## src/rtl/yext_divider_pkg.sv

```systemverilog
// Shared types for the extended-dividend divider.
// Assumes: nothing beyond IEEE 1800-2017 synthesizable constructs.
package yext_divider_pkg;

    // Control sequencer states: accept, prepare magnitudes, iterate, finalise
    typedef enum logic [1:0] {
        ST_IDLE   = 2'd0,
        ST_SETUP  = 2'd1,
        ST_RUN    = 2'd2,
        ST_FINISH = 2'd3
    } yd_state_e;

    // Condition codes produced for the 32-bit result
    typedef struct packed {
        logic n;
        logic z;
        logic v;
        logic c;
    } yd_cc_t;

endpackage

```

## src/rtl/yd_divisor_sel.sv

```systemverilog
// Divisor selection: picks the register low word or the sign-extended
// immediate, and flags a zero divisor.
// Assumes: WORD_W > IMM_W.
module yd_divisor_sel #(
    parameter int WORD_W = 32,
    parameter int IMM_W  = 13
) (
    input  logic              use_imm_i,
    input  logic [WORD_W-1:0] reg_lo_i,
    input  logic [IMM_W-1:0]  imm_i,
    output logic [WORD_W-1:0] dvs_o,
    output logic              is_zero_o
);
    localparam int EXT_W = WORD_W - IMM_W;

    // Select the divisor source, sign-extending the immediate
    always_comb begin
        if (use_imm_i) dvs_o = {{EXT_W{imm_i[IMM_W-1]}}, imm_i};
        else           dvs_o = reg_lo_i;
        is_zero_o = (dvs_o == '0);
    end
endmodule

```

## src/rtl/yd_magnitude.sv

```systemverilog
// Operand conditioning: forms the double-width dividend from the upper
// word and the low word, converts both operands to magnitudes in signed
// mode, and reports whether the quotient must be negated.
// Assumes: the most negative dividend magnitude (2^(2W-1)) fits unsigned.
module yd_magnitude #(
    parameter int WORD_W = 32
) (
    input  logic                signed_i,
    input  logic [WORD_W-1:0]   hi_i,
    input  logic [WORD_W-1:0]   lo_i,
    input  logic [WORD_W-1:0]   dvs_i,
    output logic [2*WORD_W-1:0] dvd_mag_o,
    output logic [WORD_W-1:0]   dvs_mag_o,
    output logic                neg_o
);
    localparam int DVD_W = 2 * WORD_W;

    logic [DVD_W-1:0] dvd_raw;
    logic             dvd_neg;
    logic             dvs_neg;

    // Build the dividend and take absolute values when signed
    always_comb begin
        dvd_raw   = {hi_i, lo_i};
        dvd_neg   = signed_i & dvd_raw[DVD_W-1];
        dvs_neg   = signed_i & dvs_i[WORD_W-1];
        dvd_mag_o = dvd_neg ? (~dvd_raw + 1'b1) : dvd_raw;
        dvs_mag_o = dvs_neg ? (~dvs_i + 1'b1) : dvs_i;
        neg_o     = dvd_neg ^ dvs_neg;
    end
endmodule

```

## src/rtl/yd_div_core.sv

```systemverilog
// Radix-2 restoring divider datapath. A load pulse seeds the partial
// remainder and the quotient/dividend shift register. Each step pulse
// retires one quotient bit, most significant first.
// Assumes: the divisor is non-zero; the caller issues exactly DVD_W steps.
module yd_div_core #(
    parameter int DVD_W = 64,
    parameter int DVS_W = 32
) (
    input  logic             clk,
    input  logic             rst_n,
    input  logic             load_i,
    input  logic             step_i,
    input  logic [DVD_W-1:0] dvd_i,
    input  logic [DVS_W-1:0] dvs_i,
    output logic [DVD_W-1:0] quo_o
);
    logic [DVS_W:0]   rem_q;
    logic [DVD_W-1:0] quo_q;
    logic [DVS_W-1:0] dvs_q;
    logic [DVS_W:0]   shifted;
    logic [DVS_W+1:0] trial;

    // Shift in the next dividend bit and trial-subtract the divisor
    always_comb begin
        shifted = {rem_q[DVS_W-1:0], quo_q[DVD_W-1]};
        trial   = {1'b0, shifted} - {2'b00, dvs_q};
    end

    // Hold remainder, quotient and divisor across the iterations
    always_ff @(posedge clk) begin
        if (!rst_n) begin
            rem_q <= '0;
            quo_q <= '0;
            dvs_q <= '0;
        end else if (load_i) begin
            rem_q <= '0;
            quo_q <= dvd_i;
            dvs_q <= dvs_i;
        end else if (step_i) begin
            if (!trial[DVS_W+1]) begin
                rem_q <= trial[DVS_W:0];
                quo_q <= {quo_q[DVD_W-2:0], 1'b1};
            end else begin
                rem_q <= shifted;
                quo_q <= {quo_q[DVD_W-2:0], 1'b0};
            end
        end
    end

    assign quo_o = quo_q;
endmodule

```

## src/rtl/yd_result_fix.sv

```systemverilog
// Result finishing: applies the quotient sign, clamps out-of-range
// quotients to the fixed saturation values, and derives condition codes
// from the 32-bit result.
// Assumes: quo_mag_i is the unsigned magnitude of the true quotient.
module yd_result_fix
    import yext_divider_pkg::*;
#(
    parameter int WORD_W = 32
) (
    input  logic                signed_i,
    input  logic                neg_i,
    input  logic [2*WORD_W-1:0] quo_mag_i,
    output logic [2*WORD_W-1:0] result_o,
    output yd_cc_t              cc_o
);
    localparam int RES_W = 2 * WORD_W;
    localparam logic [RES_W-1:0] U_SAT = {{WORD_W{1'b0}}, {WORD_W{1'b1}}};
    localparam logic [RES_W-1:0] P_SAT = {{(WORD_W+1){1'b0}}, {(WORD_W-1){1'b1}}};
    localparam logic [RES_W-1:0] N_SAT = {{(WORD_W+1){1'b1}}, {(WORD_W-1){1'b0}}};

    logic ovf;

    // Range check and clamp per mode and sign
    always_comb begin
        if (!signed_i) begin
            ovf      = |quo_mag_i[RES_W-1:WORD_W];
            result_o = ovf ? U_SAT : {{WORD_W{1'b0}}, quo_mag_i[WORD_W-1:0]};
        end else if (!neg_i) begin
            ovf      = |quo_mag_i[RES_W-1:WORD_W-1];
            result_o = ovf ? P_SAT : quo_mag_i;
        end else begin
            ovf      = (|quo_mag_i[RES_W-1:WORD_W]) ||
                       (quo_mag_i[WORD_W-1] && (|quo_mag_i[WORD_W-2:0]));
            result_o = ovf ? N_SAT : (~quo_mag_i + 1'b1);
        end
    end

    // Condition codes of the low word
    always_comb begin
        cc_o.n = result_o[WORD_W-1];
        cc_o.z = (result_o[WORD_W-1:0] == '0);
        cc_o.v = ovf;
        cc_o.c = 1'b0;
    end
endmodule

```

## src/rtl/yext_divider.sv

```systemverilog
// Extended-dividend word divider top. It accepts a start pulse when idle,
// traps at once on a zero divisor, and otherwise runs setup, 2*WORD_W
// restoring steps and a finish cycle before pulsing done.
// Assumes: start_i is ignored while a division is in flight.
module yext_divider
    import yext_divider_pkg::*;
#(
    parameter int WORD_W = 32,
    parameter int IMM_W  = 13
) (
    input  logic                clk,
    input  logic                rst_n,
    input  logic                start_i,
    input  logic                signed_i,
    input  logic                setcc_i,
    input  logic                use_imm_i,
    input  logic [WORD_W-1:0]   y_i,
    input  logic [2*WORD_W-1:0] op1_i,
    input  logic [2*WORD_W-1:0] op2_i,
    input  logic [IMM_W-1:0]    imm_i,
    output logic [2*WORD_W-1:0] result_o,
    output logic                done_o,
    output logic                div_zero_o,
    output logic                cc_wr_o,
    output logic                cc_n_o,
    output logic                cc_z_o,
    output logic                cc_v_o,
    output logic                cc_c_o
);
    localparam int DVD_W = 2 * WORD_W;
    localparam int ITER  = DVD_W;
    localparam int CNT_W = $clog2(ITER);
    localparam logic [CNT_W-1:0] LAST_STEP = CNT_W'(ITER - 1);

    yd_state_e         state_q;
    logic [CNT_W-1:0]  cnt_q;
    logic              signed_q, setcc_q, neg_q;
    logic [WORD_W-1:0] y_q, lo_q, dvs_q;
    logic [DVD_W-1:0]  result_q;
    logic              done_q, dz_q, ccwr_q;
    yd_cc_t            cc_q;
    logic              busy_w;

    logic [WORD_W-1:0] sel_dvs;
    logic              sel_zero;
    logic [DVD_W-1:0]  dvd_mag;
    logic [WORD_W-1:0] dvs_mag;
    logic              neg_w;
    logic [DVD_W-1:0]  quo_mag;
    logic [DVD_W-1:0]  fix_res;
    yd_cc_t            fix_cc;
    logic              unused_hi;

    // Upper operand halves play no part in this operation
    assign unused_hi = ^{op1_i[DVD_W-1:WORD_W], op2_i[DVD_W-1:WORD_W]};
    assign busy_w    = (state_q != ST_IDLE);

    yd_divisor_sel #(.WORD_W(WORD_W), .IMM_W(IMM_W)) u_sel (
        .use_imm_i (use_imm_i),
        .reg_lo_i  (op2_i[WORD_W-1:0]),
        .imm_i     (imm_i),
        .dvs_o     (sel_dvs),
        .is_zero_o (sel_zero)
    );

    yd_magnitude #(.WORD_W(WORD_W)) u_mag (
        .signed_i  (signed_q),
        .hi_i      (y_q),
        .lo_i      (lo_q),
        .dvs_i     (dvs_q),
        .dvd_mag_o (dvd_mag),
        .dvs_mag_o (dvs_mag),
        .neg_o     (neg_w)
    );

    yd_div_core #(.DVD_W(DVD_W), .DVS_W(WORD_W)) u_core (
        .clk    (clk),
        .rst_n  (rst_n),
        .load_i (state_q == ST_SETUP),
        .step_i (state_q == ST_RUN),
        .dvd_i  (dvd_mag),
        .dvs_i  (dvs_mag),
        .quo_o  (quo_mag)
    );

    yd_result_fix #(.WORD_W(WORD_W)) u_fix (
        .signed_i  (signed_q),
        .neg_i     (neg_q),
        .quo_mag_i (quo_mag),
        .result_o  (fix_res),
        .cc_o      (fix_cc)
    );

    // Sequencer: capture operands, iterate, register the finished result
    always_ff @(posedge clk) begin
        if (!rst_n) begin
            state_q  <= ST_IDLE;
            cnt_q    <= '0;
            signed_q <= 1'b0;
            setcc_q  <= 1'b0;
            neg_q    <= 1'b0;
            y_q      <= '0;
            lo_q     <= '0;
            dvs_q    <= '0;
            result_q <= '0;
            done_q   <= 1'b0;
            dz_q     <= 1'b0;
            ccwr_q   <= 1'b0;
            cc_q     <= '0;
        end else begin
            done_q <= 1'b0;
            dz_q   <= 1'b0;
            ccwr_q <= 1'b0;
            unique case (state_q)
                ST_IDLE: begin
                    if (start_i) begin
                        signed_q <= signed_i;
                        setcc_q  <= setcc_i;
                        y_q      <= y_i;
                        lo_q     <= op1_i[WORD_W-1:0];
                        dvs_q    <= sel_dvs;
                        if (sel_zero) begin
                            done_q <= 1'b1;
                            dz_q   <= 1'b1;
                        end else begin
                            state_q <= ST_SETUP;
                        end
                    end
                end
                ST_SETUP: begin
                    neg_q   <= neg_w;
                    cnt_q   <= '0;
                    state_q <= ST_RUN;
                end
                ST_RUN: begin
                    cnt_q <= cnt_q + 1'b1;
                    if (cnt_q == LAST_STEP) state_q <= ST_FINISH;
                end
                ST_FINISH: begin
                    result_q <= fix_res;
                    cc_q     <= fix_cc;
                    ccwr_q   <= setcc_q;
                    done_q   <= 1'b1;
                    state_q  <= ST_IDLE;
                end
                default: state_q <= ST_IDLE;
            endcase
        end
    end

    assign result_o   = result_q;
    assign done_o     = done_q;
    assign div_zero_o = dz_q;
    assign cc_wr_o    = ccwr_q;
    assign cc_n_o     = cc_q.n;
    assign cc_z_o     = cc_q.z;
    assign cc_v_o     = cc_q.v;
    assign cc_c_o     = cc_q.c;
endmodule

```

## config.mk

```make
export PLATFORM = sky130hd
export DESIGN_NAME = yext_divider
export DESIGN_NICKNAME = d
export VERILOG_FILES = /design/src/rtl/yext_divider_pkg.sv /design/src/rtl/yd_divisor_sel.sv /design/src/rtl/yd_magnitude.sv /design/src/rtl/yd_div_core.sv /design/src/rtl/yd_result_fix.sv /design/src/rtl/yext_divider.sv
export SDC_FILE = /design/constraint.sdc
export NUM_CORES = 1
export LEC_CHECK = 0
export BUFFER_PORTS_ARGS = -buffer_cell sky130_fd_sc_hd__buf_2
export CELL_PAD_IN_SITES_DETAIL_PLACEMENT = 1
export CELL_PAD_IN_SITES_GLOBAL_PLACEMENT = 1
export CORE_ASPECT_RATIO = 0.9
export CORE_MARGIN = 5
export CORE_UTILIZATION = 42
export CTS_CLUSTER_DIAMETER = 120
export DETAILED_ROUTE_END_ITERATION = 10
export PLACE_DENSITY_LB_ADDON = 0.2
export SYNTH_ARGS = -nofsm -noshare
export SYNTH_HDL_FRONTEND = slang
export SYNTH_SLANG_ARGS = --single-unit
```

## constraint.sdc

```tcl
create_clock -name clk -period 3.9 [get_ports clk]
set_input_delay 0.195 -clock clk [delete_from_list [all_inputs] [get_ports clk]]
set_output_delay 0.195 -clock clk [all_outputs]
set_load 0.005 [all_outputs]
```

== After elaboration in Yosys (flattened, before gate mapping) ==
Cells that the tools add are included.
Widths: inputs -> output; s select.
Word-level totals
  flip-flop bits (word level): 305
Operators by class
  add/subtract/negate cells: 5
  eq/ne operators: 7
  multiplexer cells: 22
  bitwise logic cells: 7
  reduce and logical (&&, ||, !) cells: 14
Operators with widths (count)
  $mux 64: 7
  $add 64x1->64 const B: 2
  $mux 32: 4
  $not 64->64: 2
  $logic_not 32->1: 2
  $sub 33x32->34: 1
  $reduce_or 33->1: 1
  $add 32x1->32 const B: 1
  $not 32->32: 1
  $reduce_or 32->1: 1
  $reduce_or 31->1: 1
  $pmux 6 s2: 1
  $pmux 2 s4: 1
  $add 6x1->6 const B: 1
  $eq 6x6->1 const B: 1
  $mux 2: 3
  $ne 2x2->1 const B: 3
  $reduce_and 2->1: 3
  $mux 1: 5
  $eq 2x2->1 const B: 2
  $reduce_and 3->1: 1
  $and 1x1->1: 2
  $eq 2x1->1 const B: 1
  $logic_not 2->1: 1
  other kinds (7): 7

== Longest topological paths before layout ==
Gate-level depths: netlist of run 1.
  depth after elaboration: 7
  depth in mapped cells: 14
  gate-level depth less buffers: 13

== Hierarchy ==
Synthesis of run 1 repeated with hierarchy kept, for this count alone.
Second synthesis, totals
  cells, all modules: 2371
  area, all modules: 18909.4 µm²
Modules (own cells, without submodules)
  yd_div_core: instances 1, cells each 919, area each 7569.8 µm², sequential area each 2562.5 µm²
  yext_divider: instances 1, cells each 704, area each 6691.4 µm², sequential area each 3563.4 µm²
  yd_magnitude: instances 1, cells each 353, area each 2296.0 µm², sequential area each 0.0 µm²
  yd_result_fix: instances 1, cells each 318, area each 1868.0 µm², sequential area each 0.0 µm²
  yd_divisor_sel: instances 1, cells each 77, area each 484.2 µm², sequential area each 0.0 µm²

== Worst setup path after synthesis of run 1 ==
OpenSTA, ideal clock, no wires.
  path type: register to register
  start point: register u_core.quo_q[11], in the netlist u_core.quo_o[11]
  end point: register cc_q, in the netlist cc_z_o
  arrival time: 2.906 ns
  slack: 0.879 ns
  stages on the path, launching flop included: 11
  buffers on the path: 1
  clock period less this slack: 3.021 ns
  path through: dfxtp_1 > or4_4 > or4_4 > buf_6 > o31a_1 > or4_1 > a32oi_1 > nor2_1 > nand4_1 > nor4_1 > a31o_1
Between the ends
  cells in the longest elaborated chain, start to end: 7
  elaborated cells on any way between the ends: 11
  classes of those cells: add/sub (1); mux (5); bitwise (1); reduce/logical (4)
RTL lines
  start, declared: RTL line yd_div_core.sv:18  | logic [DVD_W-1:0] quo_q;
  start signal, assigned: RTL line yd_div_core.sv:37  | quo_q <= dvd_i;
  start signal, assigned: RTL line yd_div_core.sv:42  | quo_q <= {quo_q[DVD_W-2:0], 1'b1};
  start signal, assigned: RTL line yd_div_core.sv:45  | quo_q <= {quo_q[DVD_W-2:0], 1'b0};
  branches (longest 5 deep; another with $add 64x1->64)
  $mux 64 *: RTL line yd_result_fix.sv:25  | if (!signed_i) begin
  $logic_not 32->1 *: RTL line yd_result_fix.sv:41  | cc_o.z = (result_o[WORD_W-1:0] == '0);
  end signal, assigned: RTL line yext_divider.sv:141  | cc_q <= fix_cc;
  end, declared: RTL line yext_divider.sv:41  | yd_cc_t cc_q;
Mark *: on every way between the ends.
A chain may end at the register's enable or synchronous reset.

== Worst setup path after layout of run 1 ==
Same ends and word-level chain as after synthesis.

==> load_flow_metrics.sql, run 1 <==
INSERT INTO impl_metrics (metric_group, metric, value, unit) VALUES
('clocking', 'numCtsBuffers', '36', ''),
('critical_path', 'setup.worst_path.start', 'u_core.quo_o[11]', ''),
('cells_and_area', 'post_route_cells_drive_above_1_share', '13.83', '%'),
('synthesis', 'mean_syn_cell_area', '7.696', 'um2'),
('synthesis', 'yosys.cell_types.count', '85', ''),
('route', 'highest_routed_metal_layer', 'met4', ''),
('timing', 'max-slew-margin-rel', '23.48', '%'),
('timing', 'worst_clock_skew', '0.01759', 'ns'),
('critical_path', 'critical_path.startpoint_type', 'flip-flop', ''),
('clocking', 'clk_transition_reported_paths', '0.06', 'ns'),
('floorplanning', 'die_w', '220.7', 'um'),
('timing', 'fin_setup_tns', '0', 'ns'),
('critical_path', 'crit-reg2reg-capture', 'cc_z_o', ''),
('route', 'wl_met2', '26470', 'um'),
('job', 'maxCapViolations', '0', ''),
('synthesis', 'yosysTopAreaCell', 'dfxtp_1', ''),
('clocking', 'cts_num_sinks', '304', ''),
('route', 'routed_via_density', '5.817', ''),
('grt', 'grt_pass1_wl', '94740', 'um'),
('critical_path', 'reg2reg_from', 'u_core.quo_o[11]', ''),
('synthesis', 'synth-edff-count', '0', ''),
('grt', 'first_global_vias', '17220', ''),
('critical_path', 'max_stage_delay', '0.59', 'ns'),
('synthesis', 'synth.net_count', '2402', ''),
('floorplanning', 'floorplan.core_area', '0.03945', 'mm2'),
('cells_and_area', 'nNetsFinal', '2590', ''),
('synthesis', 'synth-seq-area-share', '36.26', '%'),
('timing', 'rsz_0062_raised_after_global_routing', 'false', ''),
('floorplanning', 'ios', '250', ''),
('timing', 'fmaxAchievable', '270.7', 'MHz'),
('floorplanning', 'die-height', '199.7', 'um'),
('cells_and_area', 'multi_input_area', '0.009816', 'mm2'),
('route', 'routed_wl', '59600', 'um'),
('synthesis', 'yosys_register_bits', '304', ''),
('critical_path', 'rr_worst_depth', '9', ''),
('critical_path', 'worst_path_most_repeated_cell', 'or4_4', ''),
('power', 'p_leak', '7.739', 'nW'),
('floorplanning', 'die_area', '0.04407', 'mm2'),
('clocking', 'h-tree-depth', '2', ''),
('placement', 'final_hpwl_from_detailed_placement', '40680', 'um'),
('critical_path', 'critical_path.cell_chain', 'or4_4 > or4_4 > o31ai_4 > nand3_1 > nor3b_1 > a2111oi_0 > nand4_1 > nor4_1 > a31o_1', ''),
('timing', 'finalHoldViolations', '0', ''),
('clocking', 'cts_tree', 'done', ''),
('synthesis', 'yosys-top-cells-area', 'dfxtp_1 (36%), a21oi_1 (7.5%), nand2_1 (6.2%)', ''),
('route', 'final_antenna_net_count', '0', ''),
('route', 'route.layer.met1.wl', '28380', 'um'),
('timing', 'final.min_clock_period', '3.694', 'ns'),
('clocking', 'maximum_count_of_clock_buffers_along_a_single_path', '3', ''),
('run_status', 'run_status', 'finished clean', ''),
('clocking', 'clk-insertion-delay-late', '0.55', 'ns'),
('route', 'detail_route.first_pass.iterations', '8', ''),
('grt', 'antenna_violations_before_repair', '0', ''),
('synthesis', 'cells_after_synthesis', '2181', ''),
('cells_and_area', 'sequential_cell_area', '0.006086', 'mm2'),
('grt', 'overflow', '0', ''),
('power', 'ir_drop', '0.7234', 'mV'),
('grt', 'grt_max_degree', '113', ''),
('route', 'initial_drt_markers', '951', ''),
('floorplanning', 'num_rows', '69', ''),
('timing', 'slew_violations', '0', ''),
('critical_path', 'timing.critical_path.required', '4.33', 'ns'),
('route', 'route.detailed.drc', '0', ''),
('route', 'wl_per_cell', '20.37', 'um'),
('synthesis', 'synth_flop_cell', 'dfxtp_1', ''),
('synthesis', 'synth-async-reset-ratio', '0', '%'),
('synthesis', 'synth.most_common_cell', 'dfxtp_1', ''),
('grt', 'grt_usage', '26.43', '%'),
('hold_path', 'hold_path.class', 'in2reg', ''),
('hold_path', 'holdPathStages', '3', ''),
('timing', 'worstMarginPinSlew', '1.148', 'ns'),
('route', 'vias', '17022', '');
critical path: cells and delay by family, from the launching register on:
kind / cells / cell delay (ns)
AOI/OAI and AO/OA: 3 / 0.91
and+or+nand+nor: 6 / 2.29
DFF: 1 / 0.37
final cells by class:
type	instances	share of cell area [%]
well taps	532	3.311
inverters	69	1.313
clock buffers	48	4.954
repair buffers	312	10.60
clock inverters	15	0.7219
multi-input cells	1646	48.82
flip-flops and latches	304	30.27
cells by family (layout without fill, tap and decap cells):
kind of cell / count (synthesis) / in the layout / synth area share [%]
and+or+nand+nor: 764 / 764 / 21.24
AOI/OAI and AO/OA: 696 / 696 / 26.11
DFF: 304 / 304 / 36.26
buffers and inverters: 231 / 444 / 5.501
xor gates and xnor gates: 111 / 111 / 5.792
adders and majority gates: 42 / 42 / 3.176
muxes: 32 / 32 / 1.908
other: 1 / 1 / 0.02234
worst min path at each step:
| stage | startpoint | end | slack, ns |
|---|---|---|---|
| floorplan | setcc_i | setcc_q | 0.33 |
| global placement | y_i[10] | y_q[10] | 0.44 |
| detailed placement | op1_i[0] | lo_q[0] | 0.44 |
| CTS | imm_i[12] | dvs_q[17] | 0.0004 |
| global route | op2_i[5] | dvs_q[5] | 0.02 |
| finish | imm_i[3] | dvs_q[3] | 0.03 |
power by group:
group	switching, mW	total, mW	internal, mW
combinational	7.21	11.3	4.08
sequential	0.933	4.81	3.87
clock	1.37	3.30	1.93
total	9.51	19.4	9.88
repair_timing:
action | CTS | global route
setup buffers | 0 | 0
resized for setup | 0 | 1
endpoints found under the hold margin | 89 | 0
setup endpoints to repair | 0 | 1
hold buffers | 90 | 0
flip-flops by register name, summed over array words and instances, names as in the netlist, 2 cells and up:
signal        cells
dvs_q            32
u_core.rem_q     32
state_q           2
result_o         64
cnt_q             6
y_q              32
u_core.dvs_q     32
lo_q             32
u_core.quo_o     64
layer usage:
metal	global-route usage, %	up-vias
met1	37.02	8270
met5	0	-
li1	-	8212
met3	5.302	106
met4	7.051	0
met2	41.82	434
metrics by stage:
stage	cells	worst slack (ns)	total power [mW]	util [%]	area (um2)
4_1_cts	2926	0.1769	19.29	50.93	20100
3_5_place_dp	2773	0.2475	15.81	45.76	18050
5_1_grt	2926	0.04056	20.82	50.96	20100
3_3_place_gp	2773	0.3614	15.55	45.76	18050
2_1_floorplan	2181	0.8787	12.56	-	16780
6_report	2926	0.2060	19.39	50.96	20100
cells in the final DEF, fill, tap and decap left out, drive strengths merged, types with 11 or more instances in the layout:
master | netlist | routed
dfxtp | 304 | 304
nand2 | 278 | 278
a21oi | 250 | 250
buf | 23 | 222
nor2 | 214 | 214
o21ai | 144 | 144
dlygate4sd3 | 0 | 90
a211oi | 75 | 75
inv | 67 | 69
xnor2 | 59 | 59
xor2 | 52 | 52
clkbuf | 138 | 48
nor4 | 45 | 45
ha | 41 | 41
nor3 | 39 | 39
nand2b | 33 | 33
mux2i | 32 | 32
a31oi | 32 | 32
nand3 | 31 | 31
a31o | 28 | 28
a21o | 26 | 26
o31ai | 23 | 23
or4 | 21 | 21
nand4 | 20 | 20
or3 | 17 | 17
o211ai | 14 | 14
a311oi | 14 | 14
o21a | 12 | 12
and3 | 11 | 11
clkinv | 2 | 11
Power figures use the tool's default switching activity.
==> run 2, diff against run 1 <==
- ABC_AREA: unset -> 1
- CTS_BUF_LIST: unset -> sky130_fd_sc_hd__clkbuf_4
==> run 2 against run 1 <==
- critical path depth down 1
- cell count up 25%
- clock skew up 0.038 ns
- first-iteration DRC count up 37%
- hold slack better by 0.087 ns
- die area up 5.4%
- design area up 8.2%
- sequential cell count unchanged
- routed wire length up 21%
- non-clock buffer count up 70
- core utilization up 1.2 points
- critical endpoint is now dvs_q[3]
- highest routed layer unchanged
==> load_flow_metrics.sql, run 2 <==
INSERT INTO impl_metrics (metric_group, metric, value, unit) VALUES
('timing', 'finalHoldViolations', '0', ''),
('floorplanning', 'die_area', '0.04644', 'mm2'),
('critical_path', 'slowest_stage', 'inv_2', ''),
('timing', 'worst_clock_skew', '0.05530', 'ns'),
('grt', 'grt_max_degree', '108', ''),
('cells_and_area', 'sequential_cell_area', '0.006086', 'mm2'),
('grt', 'grt_usage', '30.64', '%'),
('timing', 'final.min_clock_period', '3.278', 'ns'),
('hold_path', 'hold_path.class', 'in2reg', ''),
('grt', 'grt_pass1_wl', '114500', 'um'),
('clocking', 'maximum_count_of_clock_buffers_along_a_single_path', '3', ''),
('synthesis', 'yosys-top-cells-area', 'dfxtp_1 (34%), nand2_1 (11%), o21ai_0 (8.9%)', ''),
('timing', 'rsz_0062_raised_after_global_routing', 'false', ''),
('critical_path', 'cp_num_buf_inv', '4', ''),
('route', 'detail_route.first_pass.iterations', '6', ''),
('critical_path', 'cp_top_family', 'buffers and inverters', ''),
('floorplanning', 'initial_cell_density_of_the_core', '42.48', '%'),
('floorplanning', 'floorplan.core_area', '0.04175', 'mm2'),
('floorplanning', 'num_rows', '71', ''),
('grt', 'first_global_vias', '21157', ''),
('timing', 'final_min_period_over_clock_period', '84.05', '%'),
('clocking', 'post_cts.repair.setup_buffers', '0', ''),
('timing', 'fmaxAchievable', '305.1', 'MHz'),
('clocking', 'cts_tree', 'done', ''),
('synthesis', 'yosysTopAreaCell', 'dfxtp_1', ''),
('cells_and_area', 'nNetsFinal', '3264', ''),
('floorplanning', 'die_w', '226.6', 'um'),
('clocking', 'h-tree-depth', '3', ''),
('route', 'initial_drt_markers', '1301', ''),
('route', 'route.detailed.drc', '0', ''),
('timing', 'fin_setup_tns', '0', 'ns'),
('placement', 'port-buffer-count', '184', ''),
('route', 'routed_wl', '72380', 'um'),
('synthesis', 'synth-edff-count', '0', ''),
('critical_path', 'critical_path.startpoint_type', 'flip-flop', ''),
('floorplanning', 'ios', '250', ''),
('critical_path', 'timing.critical_path.required', '4.67', 'ns'),
('cells_and_area', 'multi_input_area', '0.01015', 'mm2'),
('cells_and_area', 'post_route_cells_drive_above_1_share', '13.71', '%'),
('clocking', 'clk_transition_reported_paths', '0.08', 'ns'),
('synthesis', 'cells_after_synthesis', '2706', ''),
('critical_path', 'max_stage_delay', '0.73', 'ns'),
('synthesis', 'syn_area', '0.01773', 'mm2'),
('timing', 'max-slew-margin-rel', '29.39', '%'),
('synthesis', 'yosysWarnings', '0', ''),
('placement', 'place.gp.congestion', '0.9085', ''),
('synthesis', 'synth_flop_cell', 'dfxtp_1', ''),
('synthesis', 'synthTopCellsByCount', 'nand2_1 (541), nor2_1 (352), o21ai_0 (316), dfxtp_1 (304), a21oi_1 (298)', ''),
('cells_and_area', 'final_common_cell', 'nand2_1', ''),
('synthesis', 'synth-async-reset-ratio', '0', '%'),
('synthesis', 'synth-seq-area-share', '34.32', '%'),
('route', 'vias', '20364', ''),
('critical_path', 'critical_path.cell_chain', 'inv_1 > ha_1 > nand2_4 > inv_2 > buf_4 > o21ai_0 > a31oi_1 > dlygate4sd3_1', ''),
('synthesis', 'synth.net_count', '2927', ''),
('job', 'maxCapViolations', '0', ''),
('critical_path', 'critPathArrivalTime', '4.05', 'ns'),
('route', 'final_antenna_net_count', '0', ''),
('timing', 'slew_violations', '0', ''),
('cells_and_area', 'layout_common_cells', 'nand2_1 (540), nor2_1 (352), o21ai_0 (316)', ''),
('cells_and_area', 'fillerInstances', '5585', ''),
('synthesis', 'yosys_register_bits', '304', ''),
('grt', 'antenna_violations_before_repair', '3', ''),
('synthesis', 'mean_syn_cell_area', '6.554', 'um2'),
('clocking', 'numCtsBuffers', '84', ''),
('floorplanning', 'die-height', '204.9', 'um'),
('synthesis', 'yosys.cell_types.count', '62', ''),
('run_status', 'run_status', 'finished clean', ''),
('clocking', 'cts_num_sinks', '304', ''),
('timing', 'worstMarginPinSlew', '1.059', 'ns'),
('synthesis', 'post-synth-top-area-fraction', '34.32', '%'),
('clocking', 'buffer_type_at_the_clock_tree_root', 'clkbuf_4', ''),
('timing', 'setup-violations-final', '0', ''),
('placement', 'placed_cell_count', '3345', ''),
('placement', 'final_hpwl_from_detailed_placement', '49590', 'um'),
('clocking', 'clk-insertion-delay-late', '0.86', 'ns'),
('timing', 'hold_slack', '0.1143', 'ns'),
('route', 'wl_per_cell', '19.78', 'um'),
('critical_path', 'worstPathMaxFanout', '51', ''),
('cells_and_area', 'post_route_non_filler_standard_cell_count', '3660', ''),
('synthesis', 'synth.most_common_cell', 'nand2_1', ''),
('cells_and_area', 'synthToLayoutAreaGrowth', '22.69', '%'),
('route', 'routed_via_density', '5.564', ''),
('critical_path', 'critical_path_start_end_classification', 'reg2reg', ''),
('grt', 'overflow', '0', ''),
('critical_path', 'kind_of_end_point_of_the_critical_path', 'flip-flop', '');
[run 2: cell types whose count changed in the layout (fill, tap and decap cells not counted), sizes merged, moves of 71 or more]
cell    change
nand2     +273
o21ai     +191
inv       +185
nor2      +153
nand3      +93
a211oi     -71
clkbuf     +71
[run 2: path summary, 6_finish.rpt]
path / start / slack, ns / endpoint / cells after the start
worst max register to register: state_q[1] / 0.62 / dvs_q[3] / 8
worst max-delay path: state_q[1] / 0.62 / dvs_q[3] / 8
worst min register to register: u_core.dvs_q[28] / 0.46 / u_core.dvs_q[28] / 2
worst min-delay path: imm_i[6] / 0.11 / done_o / 7
[run 2: layout make-up]
type                    instances  share of cell area [%]
multi-input cells            2016                   46.64
flip-flops and latches        304                   27.97
repair buffers                382                   12.90
inverters                     255                   4.411
clock buffers                 119                   4.106
well taps                     547                   3.145
clock inverters                31                  0.7533
diodes                          6                 0.06901
[run 2: kinds of logic after synthesis]
| family | count (synthesis) | share of synthesized area [%] |
|---|---|---|
| flops | 304 | 34.32 |
| compound gates | 763 | 23.71 |
| mux | 4 | 0.2258 |
| fa+ha+maj | 42 | 3.005 |
| other cells | 1 | 0.02115 |
| simple gates | 1155 | 27.68 |
| buf+inv | 386 | 8.530 |
| xor+xnor | 51 | 2.519 |
[run 2: timing repair]
item                      4_1_cts  5_1_grt
hold endpoints to repair      117        0
resized for setup               0        0
hold buffers                  159        0
[run 2: layer usage]
metal | GRT usage [%] | wire length [um]
met1 | 41.89 | 33230
met2 | 49.23 | 32710
met3 | 5.688 | 4491
met4 | 9.560 | 1959
met5 | 0 | 0
[run 2: worst min-delay path, cell delays in order]
cell and delay (ns):
buf_2 0.08, nand2_1 0.07, nand4_1 0.10, nor4b_1 0.06, buf_4 0.14, nand3_1 0.07, a21oi_1 0.11
[run 2: through the flow]
stage | worst slack (ns) | utilization, % | area [um2]
2_1_floorplan | 1.641 | - | 17730
3_3_place_gp | 0.9153 | 45.73 | 19090
3_5_place_dp | 0.7626 | 45.73 | 19090
4_1_cts | 0.7331 | 52.08 | 21740
5_1_grt | 0.4802 | 52.10 | 21750
6_report | 0.6220 | 52.11 | 21760
Power of run 2 is left out: the tool's default activity adds up to more than one toggle a clock period on the data nets, which glitch-free logic cannot reach.
==> run 3, diff against run 2 <==
- CORE_UTILIZATION: 42 -> 38
- clock period: 3.9 -> 2.7 ns (I/O delays scaled with it)
==> run 3 against run 2 <==
- critical path type unchanged
- global-route usage is 1.7 points lower
- count of clock-buffer cells in the layout is 2 higher
- design area is 6.9% higher
- critical endpoint is now lo_q[29]
- largest cell class unchanged
- clock skew is 0.024 ns higher
- sequential share of layout area is 1.8 points lower
==> load_flow_metrics.sql, run 3 (synthesis gave the netlist of run 2 again) <==
INSERT INTO impl_metrics (metric_group, metric, value, unit) VALUES
('run_status', 'run_status', 'finished clean', ''),
('floorplanning', 'die_area', '0.05110', 'mm2'),
('cells_and_area', 'fillerInstances', '6114', ''),
('power', 'p_leak', '10.45', 'nW'),
('route', 'wl_per_cell', '19.99', 'um'),
('timing', 'worst_clock_skew', '0.07971', 'ns'),
('cells_and_area', 'post_route_non_filler_standard_cell_count', '3856', ''),
('critical_path', 'kind_of_end_point_of_the_critical_path', 'flip-flop', ''),
('grt', 'first_global_vias', '21938', ''),
('timing', 'hold_slack', '0.1528', 'ns'),
('power', 'p_per_area', '1683', 'mW/mm2'),
('clocking', 'clk_transition_reported_paths', '0.07', 'ns'),
('route', 'initial_drt_markers', '1399', ''),
('critical_path', 'cp_num_buf_inv', '4', ''),
('route', 'routed_via_density', '5.442', ''),
('critical_path', 'worstPathMaxFanout', '28', ''),
('power', 'pwr-share-clk', '11.5', '%'),
('power', 'p_sw_share', '53.96', '%'),
('route', 'met3_wirelength', '5003', 'um'),
('cells_and_area', 'final_util', '50.19', '%'),
('clocking', 'cts_num_sinks', '304', ''),
('placement', 'placed_cell_count', '3475', ''),
('timing', 'slew_violations', '0', ''),
('timing', 'final.min_clock_period', '2.662', 'ns'),
('cells_and_area', 'synthToLayoutAreaGrowth', '31.20', '%'),
('cells_and_area', 'layout_common_cells', 'nand2_1 (534), nor2_1 (343), o21ai_0 (306)', ''),
('critical_path', 'timing.critical_path.required', '3.44', 'ns'),
('grt', 'grt_usage', '28.96', '%'),
('cells_and_area', 'nNetsFinal', '3390', ''),
('route', 'final_antenna_net_count', '0', ''),
('cells_and_area', 'sequential_cell_area', '0.006087', 'mm2'),
('placement', 'port-buffer-count', '184', ''),
('route', 'route.layer.met1.wl', '34860', 'um'),
('floorplanning', 'die-height', '214.9', 'um'),
('clocking', 'numCtsBuffers', '88', ''),
('power', 'p_comb_share', '70.7', '%'),
('timing', 'final_min_period_over_clock_period', '98.58', '%'),
('timing', 'max-slew-margin-rel', '52.81', '%'),
('clocking', 'clk-insertion-delay-late', '0.86', 'ns'),
('timing', 'setup-violations-final', '0', ''),
('power', 'ir_drop', '1.899', 'mV'),
('placement', 'place.gp.congestion', '0.9612', ''),
('placement', 'area_after_detailed_placement', '0.01976', 'mm2'),
('floorplanning', 'die_w', '237.7', 'um'),
('placement', 'final_hpwl_from_detailed_placement', '51570', 'um'),
('timing', 'finalHoldViolations', '0', ''),
('job', 'maxCapViolations', '0', ''),
('grt', 'overflow', '0', ''),
('power', 'internal-power', '18.03', 'mW'),
('critical_path', 'critical_path.cell_chain', 'inv_1 > ha_1 > nand2_4 > buf_16 > o21ai_0 > dlygate4sd3_1 > a21oi_1 > dlygate4sd3_1', ''),
('floorplanning', 'initial_cell_density_of_the_core', '38.26', '%'),
('critical_path', 'slowest_stage', 'dlygate4sd3_1', ''),
('critical_path', 'max_stage_delay', '0.62', 'ns'),
('critical_path', 'critical_path_start_end_classification', 'reg2reg', ''),
('critical_path', 'critPathArrivalTime', '3.40', 'ns'),
('clocking', 'h-tree-depth', '3', ''),
('cells_and_area', 'final_common_cell', 'nand2_1', ''),
('route', 'vias', '20985', ''),
('floorplanning', 'num_rows', '75', ''),
('timing', 'fmaxAchievable', '375.7', 'MHz'),
('route', 'detail_route.first_pass.iterations', '5', ''),
('critical_path', 'worst_path_most_repeated_cell', 'dlygate4sd3_1', ''),
('grt', 'grt_max_degree', '69', ''),
('hold_path', 'hold_path.class', 'in2reg', ''),
('route', 'route.detailed.drc', '0', ''),
('cells_and_area', 'multi_input_area', '0.01033', 'mm2'),
('cells_and_area', 'fin_area', '0.02327', 'mm2'),
('power', 'finalPower', '39.16', 'mW'),
('grt', 'grt_pass1_wl', '120400', 'um'),
('critical_path', 'cp_top_family', 'buffers and inverters', ''),
('floorplanning', 'floorplan.core_area', '0.04636', 'mm2'),
('power', 'switchingPower', '21.13', 'mW'),
('grt', 'antenna_violations_before_repair', '6', ''),
('power', 'power_frac_seq', '17.7', '%'),
('critical_path', 'critical_path.startpoint_type', 'flip-flop', ''),
('route', 'routed_wl', '77090', 'um'),
('cells_and_area', 'post_route_cells_drive_above_1_share', '16.50', '%'),
('route', 'highest_routed_metal_layer', 'met5', ''),
('clocking', 'cts_tree', 'done', ''),
('timing', 'worstMarginPinSlew', '0.7070', 'ns'),
('clocking', 'maximum_count_of_clock_buffers_along_a_single_path', '3', ''),
('clocking', 'buffer_type_at_the_clock_tree_root', 'clkbuf_4', ''),
('route', 'wl_met2', '35230', 'um'),
('floorplanning', 'ios', '250', '');
[run 3: repair_timing]
action | CTS | global route
endpoints found under the setup margin | 1 | 63
resized for setup | 1 | 57
pin swaps | 0 | 11
hold buffers | 206 | 0
hold endpoints to repair | 143 | 0
buffers inserted | 0 | 14
gates cloned | 0 | 1
[run 3: final timing paths]
kind	cells past startpoint	startpoint	slack (ns)	end
setup reg to reg	8	state_q[1]	0.04	lo_q[29]
hold / removal	4	op1_i[13]	0.15	lo_q[13]
setup / recovery	8	state_q[1]	0.04	lo_q[29]
hold reg to reg	2	result_o[59]	0.46	result_o[59]
[run 3: area by class of cell]
| type | count | share of cell area [%] |
|---|---|---|
| tap | 616 | 3.313 |
| sequential | 304 | 26.16 |
| clock buffer | 121 | 3.904 |
| timing repair buffer | 504 | 17.18 |
| inverter | 255 | 4.125 |
| clock inverter | 30 | 0.8335 |
| antenna | 10 | 0.1076 |
| multi-input combinational | 2016 | 44.38 |
[run 3: metrics by stage]
stage                     TNS (ns)  setup slack [ns]
final                            0           0.03838
after global routing       -0.1812           -0.1355
after CTS                        0           0.02165
after detailed placement         0           0.02868
after global placement           0            0.1679
after floorplan                  0            0.4415
[run 3: worst min-delay path, delay by kind of cell]
kind	cells	cell delay, ns
AOI/OAI and AO/OA	1	0.08
buffers and inverters	2	0.61
and+or+nand+nor	1	0.09
[run 3: power by group through the flow]
stage               logic (mW)  clock network (mW)  registers, mW
floorplan                 17.3                   0           6.58
global placement          25.0                   0           6.87
detailed placement        25.7                   0           6.94
CTS                       26.3                4.63           6.85
global route              30.6                4.88           7.07
finish                    27.7                4.52           6.94
[run 3: layer usage]
metal,track usage [%],up-vias
met3,5.768,156
met2,46.92,704
met5,0,-
met1,39.25,10089
met4,8.388,2
li1,-,10034
